==> src/rtl/fbr_pkg.sv <==
package fbr_pkg;

  typedef enum logic [2:0] {
    ST_IDLE,
    ST_CMD,
    ST_DUMMY,
    ST_DATA,
    ST_GAP
  } rd_state_e;

  localparam logic [7:0] OPC_PLAIN = 8'h03;
  localparam logic [7:0] OPC_FAST  = 8'h0B;
  localparam logic [7:0] OPC_DUAL  = 8'h3B;

  localparam int ADDR_W     = 24;
  localparam int OPC_W      = 8;
  localparam int DUMMY_CLKS = 8;

  function automatic logic [7:0] opcode_for(input logic [1:0] mode);
    if (mode[1])      return OPC_DUAL;
    else if (mode[0]) return OPC_FAST;
    else              return OPC_PLAIN;
  endfunction

endpackage

==> src/rtl/fbr_sck_gen.sv <==
module fbr_sck_gen #(
  parameter int DIV_W = 8
) (
  input  logic             clk,
  input  logic             rst_n,
  input  logic             run,
  input  logic             hold,
  input  logic [DIV_W-1:0] half,
  output logic             sck,
  output logic             rise,
  output logic             fall
);
  logic [DIV_W-1:0] cnt;
  logic             parked;
  logic             tick;

  assign parked = hold && !sck;
  assign tick   = run && !parked && (cnt == half - DIV_W'(1));
  assign rise   = tick && !sck;
  assign fall   = tick && sck;

  always_ff @(posedge clk or negedge rst_n) begin
    if (!rst_n) begin
      cnt <= '0;
      sck <= 1'b0;
    end else if (!run) begin
      cnt <= '0;
      sck <= 1'b0;
    end else if (parked) begin
      cnt <= cnt;
    end else if (tick) begin
      cnt <= '0;
      sck <= !sck;
    end else begin
      cnt <= cnt + DIV_W'(1);
    end
  end
endmodule

==> src/rtl/fbr_rx_deser.sv <==
module fbr_rx_deser #(
  parameter int BYTE_W = 8
) (
  input  logic              clk,
  input  logic              rst_n,
  input  logic              clr,
  input  logic              shift,
  input  logic              dual,
  input  logic              so_i,
  input  logic              si_i,
  output logic [BYTE_W-1:0] next_byte
);
  logic [BYTE_W-1:0] acc;

  always_comb begin
    if (dual) next_byte = {acc[BYTE_W-3:0], so_i, si_i};
    else      next_byte = {acc[BYTE_W-2:0], so_i};
  end

  always_ff @(posedge clk or negedge rst_n) begin
    if (!rst_n)     acc <= '0;
    else if (clr)   acc <= '0;
    else if (shift) acc <= next_byte;
  end
endmodule

==> src/rtl/flash_burst_reader.sv <==
module flash_burst_reader
  import fbr_pkg::*;
#(
  parameter int DIV_W    = 8,
  parameter int LEN_W    = 16,
  parameter int GAP_CLKS = 2
) (
  input  logic                 clk,
  input  logic                 rst_n,
  input  logic [DIV_W-1:0]     cfg_div,
  input  logic                 req_start,
  input  logic [1:0]           req_mode,
  input  logic [ADDR_W-1:0]    req_addr,
  input  logic [LEN_W-1:0]     req_len,
  output logic                 busy,
  output logic                 spi_cs_n,
  output logic                 spi_sck,
  output logic                 spi_si_o,
  output logic                 spi_si_oe,
  input  logic                 spi_si_i,
  input  logic                 spi_so_i,
  output logic                 m_valid,
  input  logic                 m_ready,
  output logic [7:0]           m_data
);
  localparam int CMD_BITS = OPC_W + ADDR_W;
  localparam int CNT_W    = $clog2(CMD_BITS);
  localparam int GAP_W    = (GAP_CLKS > 1) ? $clog2(GAP_CLKS) : 1;

  rd_state_e             state;
  logic [CMD_BITS-1:0]   cmd_sr;
  logic [CNT_W-1:0]      cnt;
  logic [LEN_W-1:0]      left;
  logic                  dual_q;
  logic                  fast_q;
  logic                  last_q;
  logic [DIV_W-1:0]      half_q;
  logic [DIV_W-1:0]      half_new;
  logic [GAP_W-1:0]      gap_cnt;
  logic                  cs_n_q;
  logic                  run;
  logic                  sck_hold;
  logic                  sck_rise;
  logic                  sck_fall;
  logic                  bit_last;
  logic                  push;
  logic [7:0]            rx_byte;

  assign half_new = ((cfg_div >> 1) == '0) ? DIV_W'(1) : (cfg_div >> 1);
  assign run      = (state == ST_CMD) || (state == ST_DUMMY) || (state == ST_DATA);
  assign bit_last = dual_q ? (cnt == CNT_W'(3)) : (cnt == CNT_W'(7));
  assign sck_hold = (state == ST_DATA) && bit_last && m_valid && !m_ready;
  assign push     = (state == ST_DATA) && sck_rise && bit_last;

  fbr_sck_gen #(.DIV_W(DIV_W)) u_sck (
    .clk  (clk),
    .rst_n(rst_n),
    .run  (run),
    .hold (sck_hold),
    .half (half_q),
    .sck  (spi_sck),
    .rise (sck_rise),
    .fall (sck_fall)
  );

  fbr_rx_deser #(.BYTE_W(8)) u_rx (
    .clk      (clk),
    .rst_n    (rst_n),
    .clr      (state == ST_IDLE),
    .shift    ((state == ST_DATA) && sck_rise),
    .dual     (dual_q),
    .so_i     (spi_so_i),
    .si_i     (spi_si_i),
    .next_byte(rx_byte)
  );

  always_ff @(posedge clk or negedge rst_n) begin
    if (!rst_n) begin
      state   <= ST_IDLE;
      cmd_sr  <= '0;
      cnt     <= '0;
      left    <= '0;
      dual_q  <= 1'b0;
      fast_q  <= 1'b0;
      last_q  <= 1'b0;
      half_q  <= DIV_W'(1);
      gap_cnt <= '0;
      cs_n_q  <= 1'b1;
    end else begin
      unique case (state)
        ST_IDLE: begin
          if (req_start && (req_len != '0)) begin
            state  <= ST_CMD;
            cmd_sr <= {opcode_for(req_mode), req_addr};
            cnt    <= '0;
            left   <= req_len;
            dual_q <= req_mode[1];
            fast_q <= req_mode[0] | req_mode[1];
            last_q <= 1'b0;
            half_q <= half_new;
            cs_n_q <= 1'b0;
          end
        end
        ST_CMD: begin
          if (sck_fall) begin
            cmd_sr <= cmd_sr << 1;
            if (cnt == CNT_W'(CMD_BITS - 1)) begin
              cnt   <= '0;
              state <= fast_q ? ST_DUMMY : ST_DATA;
            end else begin
              cnt <= cnt + CNT_W'(1);
            end
          end
        end
        ST_DUMMY: begin
          if (sck_fall) begin
            if (cnt == CNT_W'(DUMMY_CLKS - 1)) begin
              cnt   <= '0;
              state <= ST_DATA;
            end else begin
              cnt <= cnt + CNT_W'(1);
            end
          end
        end
        ST_DATA: begin
          if (sck_rise) begin
            if (bit_last) begin
              cnt  <= '0;
              left <= left - LEN_W'(1);
              if (left == LEN_W'(1)) last_q <= 1'b1;
            end else begin
              cnt <= cnt + CNT_W'(1);
            end
          end else if (sck_fall && last_q) begin
            state   <= ST_GAP;
            gap_cnt <= '0;
            cs_n_q  <= 1'b1;
          end
        end
        ST_GAP: begin
          if (gap_cnt == GAP_W'(GAP_CLKS - 1)) state <= ST_IDLE;
          else gap_cnt <= gap_cnt + GAP_W'(1);
        end
        default: state <= ST_IDLE;
      endcase
    end
  end

  always_ff @(posedge clk or negedge rst_n) begin
    if (!rst_n) begin
      m_valid <= 1'b0;
      m_data  <= '0;
    end else if (push) begin
      m_valid <= 1'b1;
      m_data  <= rx_byte;
    end else if (m_ready) begin
      m_valid <= 1'b0;
    end
  end

  assign busy      = (state != ST_IDLE);
  assign spi_cs_n  = cs_n_q;
  assign spi_si_o  = cmd_sr[CMD_BITS-1];
  assign spi_si_oe = (state == ST_CMD) || (state == ST_DUMMY);

endmodule

==> config.mk <==
export PLATFORM = sky130hd
export DESIGN_NAME = flash_burst_reader
export DESIGN_NICKNAME = d
export VERILOG_FILES = /design/src/rtl/fbr_pkg.sv /design/src/rtl/fbr_sck_gen.sv /design/src/rtl/fbr_rx_deser.sv /design/src/rtl/flash_burst_reader.sv
export SDC_FILE = /design/constraint.sdc
export NUM_CORES = 1
export LEC_CHECK = 0
export BUFFER_PORTS_ARGS = -buffer_cell sky130_fd_sc_hd__buf_2
export CAP_MARGIN = 20
export CORE_ASPECT_RATIO = 1.2
export CORE_MARGIN = 3
export CORE_UTILIZATION = 35
export DETAILED_ROUTE_END_ITERATION = 8
export HOLD_SLACK_MARGIN = 0.02
export PLACE_DENSITY = 0.55
export SYNTH_ARGS = -nofsm -noshare
export SYNTH_HDL_FRONTEND = slang
export SYNTH_SLANG_ARGS = --single-unit
==> constraint.sdc <==
create_clock -name clk -period 3.2 [get_ports clk]
set_clock_uncertainty 0.05 [all_clocks]
set_input_delay 0.16 -clock clk [delete_from_list [all_inputs] [get_ports clk]]
set_output_delay 0.16 -clock clk [all_outputs]
set_load 0.01 [all_outputs]
* Word level (Yosys, flattened, before mapping)
Cells that the tools add are included.
** Word-level totals
- Register bits after elaboration :: 94
- Input bits :: 56
- Output and inout bits :: 14
- Logic and storage cells :: 131
** Cells by class
- Add/subtract/negate cells :: 5
- Equality and inequality tests :: 22
- Mux-type cells :: 52
- Bitwise logic cells :: 1
- Reductions and logical operators :: 36
** Operators with widths (count)
- $mux W32 :: 2
- $pmux W32 S2 :: 1
- $mux W16 :: 3
- $mux W5 :: 7
- $mux W8 :: 4
- $pmux W16 S2 :: 1
- $mux W3 :: 8
- $mux W7 :: 3
- $pmux W5 S4 :: 1
- $ne A2 B2 Y1 const B :: 9
- $eq A16 B1 Y1 const B :: 1
- $mux W1 :: 16
- $reduce_bool A16 Y1 :: 1
- $sub A16 B1 Y16 const B :: 1
- $pmux W3 S5 :: 1
- $logic_and A1 B1 Y1 :: 12
- $reduce_and A5 Y1 :: 2
- $reduce_bool A2 Y1 :: 5
- $add A8 B1 Y8 const B :: 1
- $eq A8 B8 Y1 :: 1
- $logic_not A8 Y1 :: 1
- $ne A2 B1 Y1 const B :: 4
- $reduce_and A4 Y1 :: 2
- $reduce_and A8 Y1 :: 1
- 20 further kinds :: 28

* Depth between registers and ports, before layout
Gate-level depths: netlist of run 1.
- Word-level depth :: 14
- Depth in mapped cells :: 11
- Depth with buffers taken out :: 9

* By module
A second synthesis of run 1 with hierarchy kept.
** Second synthesis, totals
- Cell total of the unflattened synthesis :: 526
- Area, all modules :: 5098.6 sq um
** By module, submodules not included
- flash_burst_reader :: instances 1, cells an instance 422, area each 3973.8 sq um, sequential area each 1929.4 sq um
- fbr_sck_gen :: instances 1, cells an instance 72, area each 691.9 sq um, sequential area each 225.2 sq um
- fbr_rx_deser :: instances 1, cells an instance 32, area each 432.9 sq um, sequential area each 175.2 sq um

* Least setup slack after synthesis of run 1
Ideal clock, no wire load.
- Kind :: reg2reg
- Start point :: reg half_q[0]
- End point :: reg cnt[3]
- Setup time :: 0.104 ns
- Data arrival time :: 2.570 ns
- Required time :: 3.046 ns
- Slack :: 0.477 ns
- Cell stages (with the launch flop) :: 11
- Path buffers :: 1
- Period minus slack after synthesis :: 2.723 ns
- Cell sequence :: dfstp_2 > inv_1 > ha_1 > xor2_1 > nand3_1 > and4bb_1 > o2111ai_1 > o2bb2ai_2 > or3_1 > buf_2 > o41ai_2
** Between the ends
- Longest elaborated chain between the ends :: 6
- Elaborated cells on any way between the ends :: 9
- Classes of those cells :: add/sub (1); eq/ne (4); reduce/logical (4)
** RTL lines
- start: declaration :: line flash_burst_reader.sv:37 : logic [DIV_W-1:0] half_q;
- start signal: assignment :: line flash_burst_reader.sv:100 : half_q <= half_new;
- $sub A8 B1 Y8 (*) :: line fbr_sck_gen.sv:18 : assign tick = run && !parked && (cnt == half - DIV_W'(1));
- $eq A8 B8 Y1 (*) :: line fbr_sck_gen.sv:18
- $logic_and A1 B1 Y1 (*) :: line fbr_sck_gen.sv:18
- $logic_and A1 B1 Y1 (on tied branches) :: line fbr_sck_gen.sv:19, fbr_sck_gen.sv:20
- $ne A2 B2 Y1 (no source line)
- $reduce_and A5 Y1 (no source line) (*)
- end signal: assignment :: line flash_burst_reader.sv:111 : cnt <= cnt + CNT_W'(1);
- end signal: assignment :: line flash_burst_reader.sv:121 : cnt <= cnt + CNT_W'(1);
- end signal: assignment :: line flash_burst_reader.sv:132 : cnt <= cnt + CNT_W'(1);
- end: declaration :: line flash_burst_reader.sv:32 : logic [CNT_W-1:0] cnt;
Every way passes the cells marked *; elsewhere a longest branch is shown, timed or not.
A chain may end at the register's enable or synchronous reset.

* Worst setup path in the final report of run 1
- Start point :: reg half_q[0]
- End point :: reg left[11]
** Between the ends
- Longest elaborated chain between the ends :: 6
** RTL lines
- $sub A8 B1 Y8 :: line fbr_sck_gen.sv:18
- $eq A8 B8 Y1 :: line fbr_sck_gen.sv:18
- $logic_and A1 B1 Y1 :: line fbr_sck_gen.sv:18
- $logic_and A1 B1 Y1 :: line fbr_sck_gen.sv:19 : assign rise = tick && !sck;
- $ne A2 B2 Y1 (no source line)
- $reduce_and A4 Y1 (no source line)
- end signal: assignment :: line flash_burst_reader.sv:96 : left <= req_len;
- end signal: assignment :: line flash_burst_reader.sv:129 : left <= left - LEN_W'(1);
- end: declaration :: line flash_burst_reader.sv:33 : logic [LEN_W-1:0] left;
Every way passes these cells.

==> impl_metrics.csv, run 1 <==
group,metric,value,unit
place,dp_hpwl,8.45,mm
drt,wirelength,11.9,mm
global_routing,grt_first_pass_wirelength,20.1,mm
drt,wl_per_cell,14.7,µm
outcome,status,"completed",
sta,setup-tns-final,0,ns
synth,syn_nets,616,
cells_and_area,fillers,1296,
global_routing,grt_usage,15.9,%
worst_setup_path,worstPathArrival,3.02,ns
sta,final_hold_viol_count,0,
drt,antenna_left,0,
drt,vias,4294,
synth,yosys.area_share.simple,22.2,%
synth,yosys.area_share.adder,1.52,%
sta,period_needed,2.81,ns
synth,yosysSeqAreaShare,47.2,%
synth,synth_top_family_by_area,"simple AND/OR/NAND/NOR gates",
min_path,hp-start,"cfg_div[5]",
synth,ys_ff_latch,93,
cells_and_area,layout-drive-gt1-share,19.0,%
cts,clk_latency,0.34,ns
worst_setup_path,end_kind,"register",
sta,setup_viol,0,
cts,cts_made_buffers,9,
sta,slew_headroom,49.5,%
pwr,p_leak,2.63,nW
worst_setup_path,critPathRequiredTime,3.41,ns
min_path,hold_depth,2,
pwr,total_power,4.51,mW
synth,synth_area,4940,µm²
cts,clk_pin_slew,0.06,ns
floorplanning,fp.dieH,136,µm
cts,cts_htree_levels,3,
min_path,holdPathEnd,"half_q[4]$_DFFE_PN0P_",
synth,ys.flop_type,"dfrtp_1",
cells_and_area,antenna_cells,0,
drt,drc,0,
cts,clkSinkCount,93,
pwr,p_seq_share,42.2,%
drt,drtPass1Iterations,6,
synth,postSynthAreaPerCell,8.91,µm²
synth,yosysTopAreaCellShare,46.1,%
cts,cts_setup_buffers,0,
worst_setup_path,r2r_cells,10,
pwr,switchingPower,1.68,mW
synth,synth_area_leader_cell,"dfrtp_1",
global_routing,grt_overflow,0,
worst_setup_path,startpoint_type,"register",
drt,drtIter0Drc,260,
pwr,power_frac_comb,36.0,%
global_routing,antenna_found_initial,0,
worst_setup_path,slowest_stage,"dfstp_2",
floorplanning,ios,70,
pwr,vdd_drop_max,374,µV
worst_setup_path,r2r_end,"left[11]$_DFFE_PN0P_",
floorplanning,dieArea,15600,µm²
sta,fin_crit_sh,87.9,%
worst_setup_path,cp_num_buf_inv,2,
worst_setup_path,rr_startpoint,"half_q[0]$_DFFE_PN1P_",
worst_setup_path,critical_path_class,"reg2reg",
pwr,clockPowerShare,21.8,%
worst_setup_path,crit_cells,10,
global_routing,grt_pass1_vias,4224,
synth,async_flop_share,100,%
flow_run,max-cap-violations,0,
cells_and_area,areaGrowthSynthToFinish,21.5,%
sta,slew_violations,0,
worst_setup_path,cp_cell_sequence,"inv_1 -> ha_1 -> xor2_1 -> nand3_1 -> and4bb_1 -> o2111ai_1 -> buf_4 -> or4_1 -> a21oi_1 -> a2bb2oi_1",
sta,max_freq,355,MHz
worst_setup_path,crit_fanout,15,
floorplanning,start_util,36.5,%
cts,clock_path_buffers,2,
floorplanning,core,13500,µm²
pwr,power.density,752,nW/µm²
cells_and_area,final_nets,700,
place,dp_cells,772,
drt,vias_per_cell,5.29,
synth,yosysWarningCount,0,
sta,worstMarginPinSlew,0.758,ns
place,io_buffers,68,
global_routing,grt_max_degree,64,
synth,synth-compound-area-share,17.9,%
synth,synth-xor-area-share,2.81,%
worst_setup_path,timing.reg2reg.setup_slack,0.39,ns
worst_setup_path,cpPeakStageDelay,0.55,ns
pwr,power.internal,2.83,mW
floorplanning,rows,46,
pwr,p_sw_share,37.3,%
cells_and_area,instances_no_fill,811,
min_path,hp-class,"in2reg",
synth,synth_mux_area_share,4.31,%
worst_setup_path,cp_top_family,"simple AND/OR/NAND/NOR gates",
synth,synth_edf_count,0,
synth,synth_top_cells_by_area,"dfrtp_1 (46%), nand2_1 (6.4%), o21ai_0 (4.0%), nor2_1 (3.9%), a31oi_1 (3.2%)",
synth,synthCells,554,
cells_and_area,final_cell_mix,"dfrtp_1 (91), nand2_1 (84), buf_2 (67)",
floorplanning,die_w,114,µm
sta,rsz0062_at_grt,"no",
cells_and_area,final_common_cell,"dfrtp_1",
place,gp_congestion,0.847,
cts,cts_tree,"done",
synth,yosysUniqueCellTypes,63,
cts,clockRootBuffer,"clkbuf_16",
routing by layer:
layer	vias up	GRT usage [%]	wire, µm
li1	2144	-	-
met1	2021	20.5	5460
met2	107	25.5	5650
met3	22	3.25	538
met4	0	7.13	272
met5	-	0	0
logic make-up (layout without fill, tap and decap cells):
group | Yosys count | count (layout)
AND/OR/NAND/NOR | 228 | 228
AO/OA/AOI/OAI | 140 | 140
flip-flops | 93 | 93
buffers and inverters | 52 | 141
multiplexers | 20 | 20
XOR/XNOR | 15 | 15
adder cells (fa/ha/maj) | 6 | 6
state kept, by name (all words and copies together), names as in the netlist, 3 cells and up:
signal	count
u_sck.cnt	8
cmd_sr	32
state	3
u_rx.acc	7
left	16
half_q	7
m_data	8
cnt	5
power by group through the flow:
stage                     registers, mW  clock network, mW  logic, mW
after floorplan                    1.83                  0       1.23
after global placement             1.90                  0       1.57
after detailed placement           1.92                  0       1.62
after CTS                          1.90               1.02       1.64
after global routing               1.97               1.06       1.85
final                              1.90              0.984       1.62
worst max path at each step:
stage,startpoint,to,slack (ns)
after floorplan,half_q[0]$_DFFE_PN1P_,cnt[3]$_DFFE_PN0P_,0.48
after global placement,half_q[0]$_DFFE_PN1P_,cnt[0]$_DFFE_PN0P_,0.42
after detailed placement,half_q[0]$_DFFE_PN1P_,cnt[1]$_DFFE_PN0P_,0.37
after CTS,half_q[0]$_DFFE_PN1P_,cnt[3]$_DFFE_PN0P_,0.36
after global routing,half_q[0]$_DFFE_PN1P_,cnt[3]$_DFFE_PN0P_,0.19
final,half_q[0]$_DFFE_PN1P_,left[11]$_DFFE_PN0P_,0.39
through the flow:
step	hold slack (ns)	cell area, µm²	util, %	worst slack [ns]
6_report	0.0300	6000	44.4	0.387
5_1_grt	0.0337	6000	44.4	0.190
4_1_cts	0.0221	6000	44.4	0.362
3_5_place_dp	0.237	5500	40.7	0.371
3_3_place_gp	0.229	5500	40.7	0.421
2_1_floorplan	-0.186	4940	-	0.477
worst reg2reg max path, delay by kind of cell (launching register included):
family          cells  cell delay [ns]
compound gates      3             0.50
fa+ha+maj           1             0.30
flops               1             0.55
xor+xnor            1             0.15
buf+inv             2             0.29
simple gates        3             0.90
Yosys cell counts (5+ instances only):
cell type / number
mux2_2: 10
xor2_1: 9
clkbuf_1: 31
nand4_1: 5
a21oi_1: 31
dfrtp_1: 91
nor4_1: 8
nand3_1: 23
or3_1: 14
mux2i_1: 10
nand2_1: 84
o211ai_1: 8
o21ai_0: 39
ha_1: 6
inv_1: 17
nor3_1: 9
nor2_1: 51
nor3b_1: 5
xnor2_1: 5
a31oi_1: 25
layout make-up:
class | count | area (µm²) | share of cell area (%)
clock buffers | 12 | 246 | 4.11
multi-input cells | 409 | 2410 | 40.2
repair buffers | 108 | 713 | 11.9
well taps | 168 | 210 | 3.50
clock inverters | 4 | 23.8 | 0.396
flip-flops and latches | 93 | 2330 | 38.8
inverters | 17 | 63.8 | 1.06
timing repair:
action,CTS,global route
resized for setup,0,0
endpoints found under the setup margin,0,0
hold endpoints to repair,78,0
hold buffers,23,0
(Power assumes the default switching activity.)
==> run 2, diff against run 1 <==
- SYNTH_HIERARCHICAL: not set -> 1
==> impl_metrics.csv, run 2 <==
group,metric,value,unit
outcome,status,"completed",
sta,max_freq,315,MHz
global_routing,grt_pass1_vias,4335,
drt,drtPass1Iterations,4,
cells_and_area,largest_reg_flops,32,
synth,syn_nets,588,
pwr,p_sw_share,39.0,%
synth,ys_ff_latch,93,
drt,vias_per_cell,5.37,
cts,cts_tree,"done",
sta,setup_viol,0,
cells_and_area,final_nets,686,
pwr,p_seq_share,38.6,%
global_routing,grt_overflow,0,
pwr,total_power,5.12,mW
global_routing,grt_first_pass_wirelength,21.8,mm
floorplanning,die_w,116,µm
cells_and_area,areaGrowthSynthToFinish,26.6,%
drt,antenna_left,0,
synth,yosysSeqAreaShare,45.7,%
synth,yosysUniqueCellTypes,65,
place,io_buffers,68,
drt,wirelength,13.3,mm
sta,final_hold_viol_count,0,
sta,fin_crit_sh,99.1,%
cts,clockRootBuffer,"clkbuf_16",
pwr,power.density,794,nW/µm²
cts,cts_made_buffers,9,
cells_and_area,antenna_cells,0,
cts,clk_pin_slew,0.07,ns
cells_and_area,seq_area,2330,µm²
sta,period_needed,3.17,ns
worst_setup_path,crit_fanout,6,
synth,async_flop_share,100,%
drt,drc,0,
pwr,power_frac_comb,41.1,%
floorplanning,rows,47,
synth,yosysWarningCount,6,
sta,worstMarginPinSlew,0.715,ns
synth,postSynthAreaPerCell,9.69,µm²
synth,ys.flop_type,"dfrtp_1",
place,gp_congestion,0.848,
drt,wl_per_cell,16.6,µm
cells_and_area,multiInputGateArea,2830,µm²
cells_and_area,fillers,1325,
cts,clock_path_buffers,2,
floorplanning,fp.dieH,138,µm
min_path,hp-class,"in2reg",
pwr,switchingPower,2.00,mW
synth,synth.most_common_cell,"dfrtp_1",
pwr,clockPowerShare,20.3,%
global_routing,grt_usage,16.8,%
cts,clk_latency,0.35,ns
floorplanning,dieArea,16100,µm²
sta,slew_violations,0,
worst_setup_path,critical_path_class,"reg2reg",
cells_and_area,layout-drive-gt1-share,31.0,%
cells_and_area,final_cell_mix,"dfrtp_1 (91), nand2_1 (67), buf_2 (67)",
worst_setup_path,startpoint_type,"register",
place,dp_hpwl,9.00,mm
pwr,p_leak,2.87,nW
flow_run,max-cap-violations,0,
cts,cts_htree_levels,3,
synth,synth_area,5100,µm²
synth,synth_edf_count,0,
cts,clkSinkCount,93,
pwr,power.internal,3.13,mW
floorplanning,start_util,36.3,%
worst_setup_path,worstPathArrival,3.41,ns
place,dp_cells,762,
sta,setup-tns-final,0,ns
synth,synthCells,526,
synth,synth_common_cells,"dfrtp_1 (91), nand2_1 (67), o21ai_0 (52), a21oi_1 (29), mux2i_1 (26)",
global_routing,grt_max_degree,36,
worst_setup_path,end_kind,"register",
sta,slew_headroom,52.2,%
cells_and_area,instances_no_fill,800,
synth,yosysTopAreaCellShare,44.7,%
sta,rsz0062_at_grt,"yes",
pwr,vdd_drop_max,309,µV
synth,synth_area_leader_cell,"dfrtp_1",
drt,drtIter0Drc,227,
synth,synth_top_cells_by_area,"dfrtp_1 (45%), mux2i_1 (5.1%), o21ai_0 (5.1%), nand2_1 (4.9%), mux2_2 (3.8%)",
cells_and_area,top_register,"cmd_sr",
cells_and_area,largestRegisters,"cmd_sr: 32 flops, left: 16 flops",
floorplanning,core,14100,µm²
floorplanning,ios,70,
global_routing,antenna_found_initial,0,
drt,vias,4296,
worst_setup_path,critPathRequiredTime,3.44,ns
cells_and_area,final_common_cell,"dfrtp_1",
## run 2: metrics by stage
| step | hold WS (ns) | worst slack, ns | instance area, µm² | utilization (%) |
|---|---|---|---|---|
| detailed placement | 0.0755 | -0.234 | 5750 | 40.9 |
| global placement | 0.0667 | -0.0346 | 5750 | 40.9 |
| global route | 0.0465 | -0.154 | 6450 | 45.9 |
| finish | 0.0375 | 0.0273 | 6450 | 45.9 |
| CTS | 0.0312 | -0.0495 | 6220 | 44.2 |
| floorplan | -0.186 | 0.0314 | 5110 | - |
## run 2: logic make-up (layout without fill, tap and decap cells)
| family | Yosys count | count (layout) | synth area share [%] |
|---|---|---|---|
| muxes | 50 | 50 | 10.9 |
| AOI/OAI and AO/OA | 136 | 139 | 16.4 |
| xor gates and xnor gates | 20 | 20 | 3.44 |
| adders and majority gates | 6 | 6 | 1.47 |
| and+or+nand+nor | 176 | 176 | 18.0 |
| buffers and inverters | 44 | 144 | 4.02 |
| other | 1 | 1 | 0.0735 |
| DFF | 93 | 93 | 45.7 |
## run 2: routing by layer
layer	up-vias	track usage [%]	wire length (µm)
met3	17	3.23	598
met2	91	26.1	6300
met1	2095	23.0	6100
li1	2093	-	-
met5	-	0	0
met4	0	6.90	311
## run 2: layout make-up
class,count,share of cell area (%)
clock buffer,10,3.70
clock inverter,6,0.679
inverter,12,0.698
multi-input combinational,392,43.8
sequential,93,36.1
tap,171,3.32
timing repair buffer,116,11.7
## run 2: timing repair
item | CTS | global route
hold buffers | 9 | 0
pin swaps | 1 | 18
setup buffers | 3 | 6
gates resized for setup | 10 | 33
hold endpoints to repair | 38 | 0
cloned | 2 | 2
setup endpoints to repair | 40 | 51
## run 2: worst max-delay path, stage by stage (launching register included)
cell	delay [ns]
dfstp_2	0.54
inv_1	0.06
ha_2	0.21
nor3b_4	0.16
buf_4	0.15
a2111oi_4	0.34
o2111a_1	0.27
nor2b_4	0.16
buf_6	0.13
nor4b_4	0.21
nand2b_1	0.16
or3_4	0.41
a21oi_2	0.11
o22a_1	0.13
## run 2: path summary, 6_finish.rpt
path                       slack (ns)                  start  cells after the start                       end
max                              0.03  half_q[0]$_DFFE_PN1P_                     13       left[9]$_DFFE_PN0P_
min                              0.04           req_addr[12]                      3    cmd_sr[12]$_DFFE_PN0P_
max reg2reg                      0.03  half_q[0]$_DFFE_PN1P_                     13       left[9]$_DFFE_PN0P_
min reg2reg                      0.41   spi_cs_n$_DFFE_PN1P_                      2      spi_cs_n$_DFFE_PN1P_
max in group asynchronous        2.02                  rst_n                      3     half_q[0]$_DFFE_PN1P_
min in group asynchronous        0.23                  rst_n                      2  u_sck/cnt[6]$_DFFE_PN0P_
## run 2: power groups by stage
stage / logic [mW] / registers (mW) / clock network, mW
6_report: 2.10 / 1.98 / 1.04
5_1_grt: 2.35 / 2.04 / 1.11
4_1_cts: 1.93 / 1.96 / 1.07
3_5_place_dp: 1.84 / 1.97 / 0
3_3_place_gp: 1.79 / 1.95 / 0
2_1_floorplan: 1.41 / 1.88 / 0
==> run 3, diff against run 2 <==
- CORE_MARGIN: 3 -> 2
==> impl_metrics.csv, run 3 (synthesis results as in run 2) <==
group,metric,value,unit
pwr,power.internal,3.07,mW
drt,antenna_left,0,
cts,clkSinkCount,93,
cts,clockRootBuffer,"clkbuf_16",
cts,cts_made_buffers,9,
cts,cts_htree_levels,3,
worst_setup_path,cpPeakStageDelay,0.42,ns
worst_setup_path,critical_path_class,"reg2reg",
worst_setup_path,path_common_cell,"nand2b_1",
cells_and_area,largest_reg_flops,32,
worst_setup_path,cp-startpoint,"cnt[1]$_DFFE_PN0P_",
cells_and_area,final_cell_mix,"dfrtp_1 (91), nand2_1 (67), buf_2 (67)",
global_routing,grt_overflow,0,
worst_setup_path,end_kind,"register",
pwr,power_frac_comb,40.1,%
worst_setup_path,cp_cell_sequence,"ha_2 -> nor3b_4 -> nand3_2 -> nor2_2 -> nand2b_1 -> o2111ai_2 -> a2111oi_2 -> o2111a_2 -> nor2b_1 -> buf_4 -> nor4b_4 -> nand2b_1 -> or3_4 -> a21oi_2 -> o22a_1",
drt,drtIter0Drc,249,
flow_run,max-cap-violations,0,
pwr,p_leak,2.83,nW
pwr,clockPowerShare,20.6,%
cells_and_area,areaGrowthSynthToFinish,25.1,%
worst_setup_path,crit_cells,15,
place,io_buffers,68,
min_path,hp-class,"in2reg",
drt,vias_per_cell,5.39,
floorplanning,fp.dieH,136,µm
global_routing,grt_first_pass_wirelength,21.5,mm
sta,max_freq,312,MHz
cts,clk_pin_slew,0.07,ns
cts,clk_latency,0.35,ns
pwr,power.density,789,nW/µm²
sta,rsz0062_at_grt,"yes",
drt,vias,4317,
outcome,status,"finished, violations left",
cells_and_area,final_nets,683,
worst_setup_path,r2r_cells,15,
worst_setup_path,cp_top_family,"simple AND/OR/NAND/NOR gates",
sta,slew_violations,0,
cells_and_area,antenna_cells,0,
drt,drtPass1Iterations,4,
place,post-place-ws,-0.130,ns
cells_and_area,final_common_cell,"dfrtp_1",
sta,slew_headroom,49.3,%
floorplanning,rows,48,
floorplanning,core,14300,µm²
worst_setup_path,timing.reg2reg.setup_slack,-0.006,ns
floorplanning,die_w,114,µm
place,placed_cell_area,5790,µm²
cells_and_area,layout-drive-gt1-share,29.7,%
sta,worstMarginPinSlew,0.760,ns
min_path,hold_depth,3,
pwr,p_seq_share,39.4,%
pwr,p_sw_share,39.1,%
worst_setup_path,worstPathArrival,3.44,ns
worst_setup_path,critPathRequiredTime,3.44,ns
worst_setup_path,startpoint_type,"register",
sta,setup_slack,-0.00582,ns
sta,whs,0.0379,ns
global_routing,grt_usage,17.5,%
worst_setup_path,r2r_end,"left[9]$_DFFE_PN0P_",
worst_setup_path,crit_fanout,6,
cts,cts_tree,"done",
global_routing,grt_pass1_vias,4372,
cells_and_area,fillers,1400,
cells_and_area,top_register,"cmd_sr",
sta,final_hold_viol_count,0,
worst_setup_path,cp_num_buf_inv,1,
global_routing,grt_max_degree,58,
sta,fin_crit_sh,100,%
floorplanning,dieArea,15600,µm²
place,gp_congestion,0.808,
worst_setup_path,rr_startpoint,"cnt[1]$_DFFE_PN0P_",
place,dp_hpwl,9.08,mm
floorplanning,start_util,35.7,%
drt,wl_per_cell,16.3,µm
global_routing,antenna_found_initial,0,
drt,wirelength,13.1,mm
cts,clock_path_buffers,2,
worst_setup_path,cp-endpoint,"left[9]$_DFFE_PN0P_",
worst_setup_path,slowest_stage,"or3_4",
pwr,switchingPower,1.96,mW
outcome,violations,"setup timing",
floorplanning,ios,70,
cells_and_area,design_area,6380,µm²
cells_and_area,largestRegisters,"cmd_sr: 32 flops, left: 16 flops",
sta,period_needed,3.21,ns
sta,setup_viol,1,
pwr,vdd_drop_max,333,µV
pwr,total_power,5.03,mW
drt,drc,0,
## run 3: through the flow
step	cells	util (%)	setup TNS (ns)
2_1_floorplan	526	-	0
3_3_place_gp	771	40.5	0
3_5_place_dp	771	40.5	-2.21
4_1_cts	798	43.4	-0.0429
5_1_grt	801	44.6	-1.15
6_report	801	44.6	-0.00582
## run 3: area by class of cell
type                       count  area (µm²)  share of cell area, %
clock inverter                 7        56.3                  0.883
timing repair buffer         115         728                   11.4
sequential                    93        2330                   36.5
clock buffer                   9         225                   3.53
inverter                      12        45.0                  0.706
multi-input combinational    390        2780                   43.5
tap                          175         219                   3.43
## run 3: metal layers
layer  track usage, %  vias up  wire length, µm
li1                 -     2076                -
met1             22.5     2112             5820
met2             28.7      110             6390
met3             4.28       19              615
met4             6.50        0              258
met5                0        -                0
## run 3: how the worst min path moves through the flow
stage                     slack [ns]                        to    startpoint
after global routing            0.04     cmd_sr[9]$_DFFE_PN0P_   req_addr[9]
after global placement          0.23  u_sck/cnt[6]$_DFFE_PN0P_         rst_n
final                           0.04    cmd_sr[10]$_DFFE_PN0P_  req_addr[10]
after detailed placement        0.24     half_q[6]$_DFFE_PN0P_         rst_n
after CTS                       0.03    cmd_sr[10]$_DFFE_PN0P_  req_addr[10]
after floorplan                -0.19     cmd_sr[0]$_DFFE_PN0P_         rst_n
## run 3: repair_timing
item,in CTS,in global routing
setup endpoints to repair,33,42
pin swaps,1,18
endpoints found under the hold margin,62,0
hold buffers,10,0
cloned,1,0
buffers inserted,0,3
resized for setup,3,35
## run 3: power groups by stage
| stage | logic [mW] | registers (mW) | clock network (mW) |
|---|---|---|---|
| floorplan | 1.41 | 1.88 | 0 |
| global placement | 1.80 | 1.95 | 0 |
| detailed placement | 1.85 | 1.98 | 0 |
| finish | 2.02 | 1.98 | 1.04 |
| global route | 2.24 | 2.05 | 1.12 |
| CTS | 1.91 | 1.96 | 1.06 |
## run 3: tightest hold or removal path: stages
cell and delay (ns):
buf_2 0.07, mux2i_1 0.05, o21ai_0 0.13
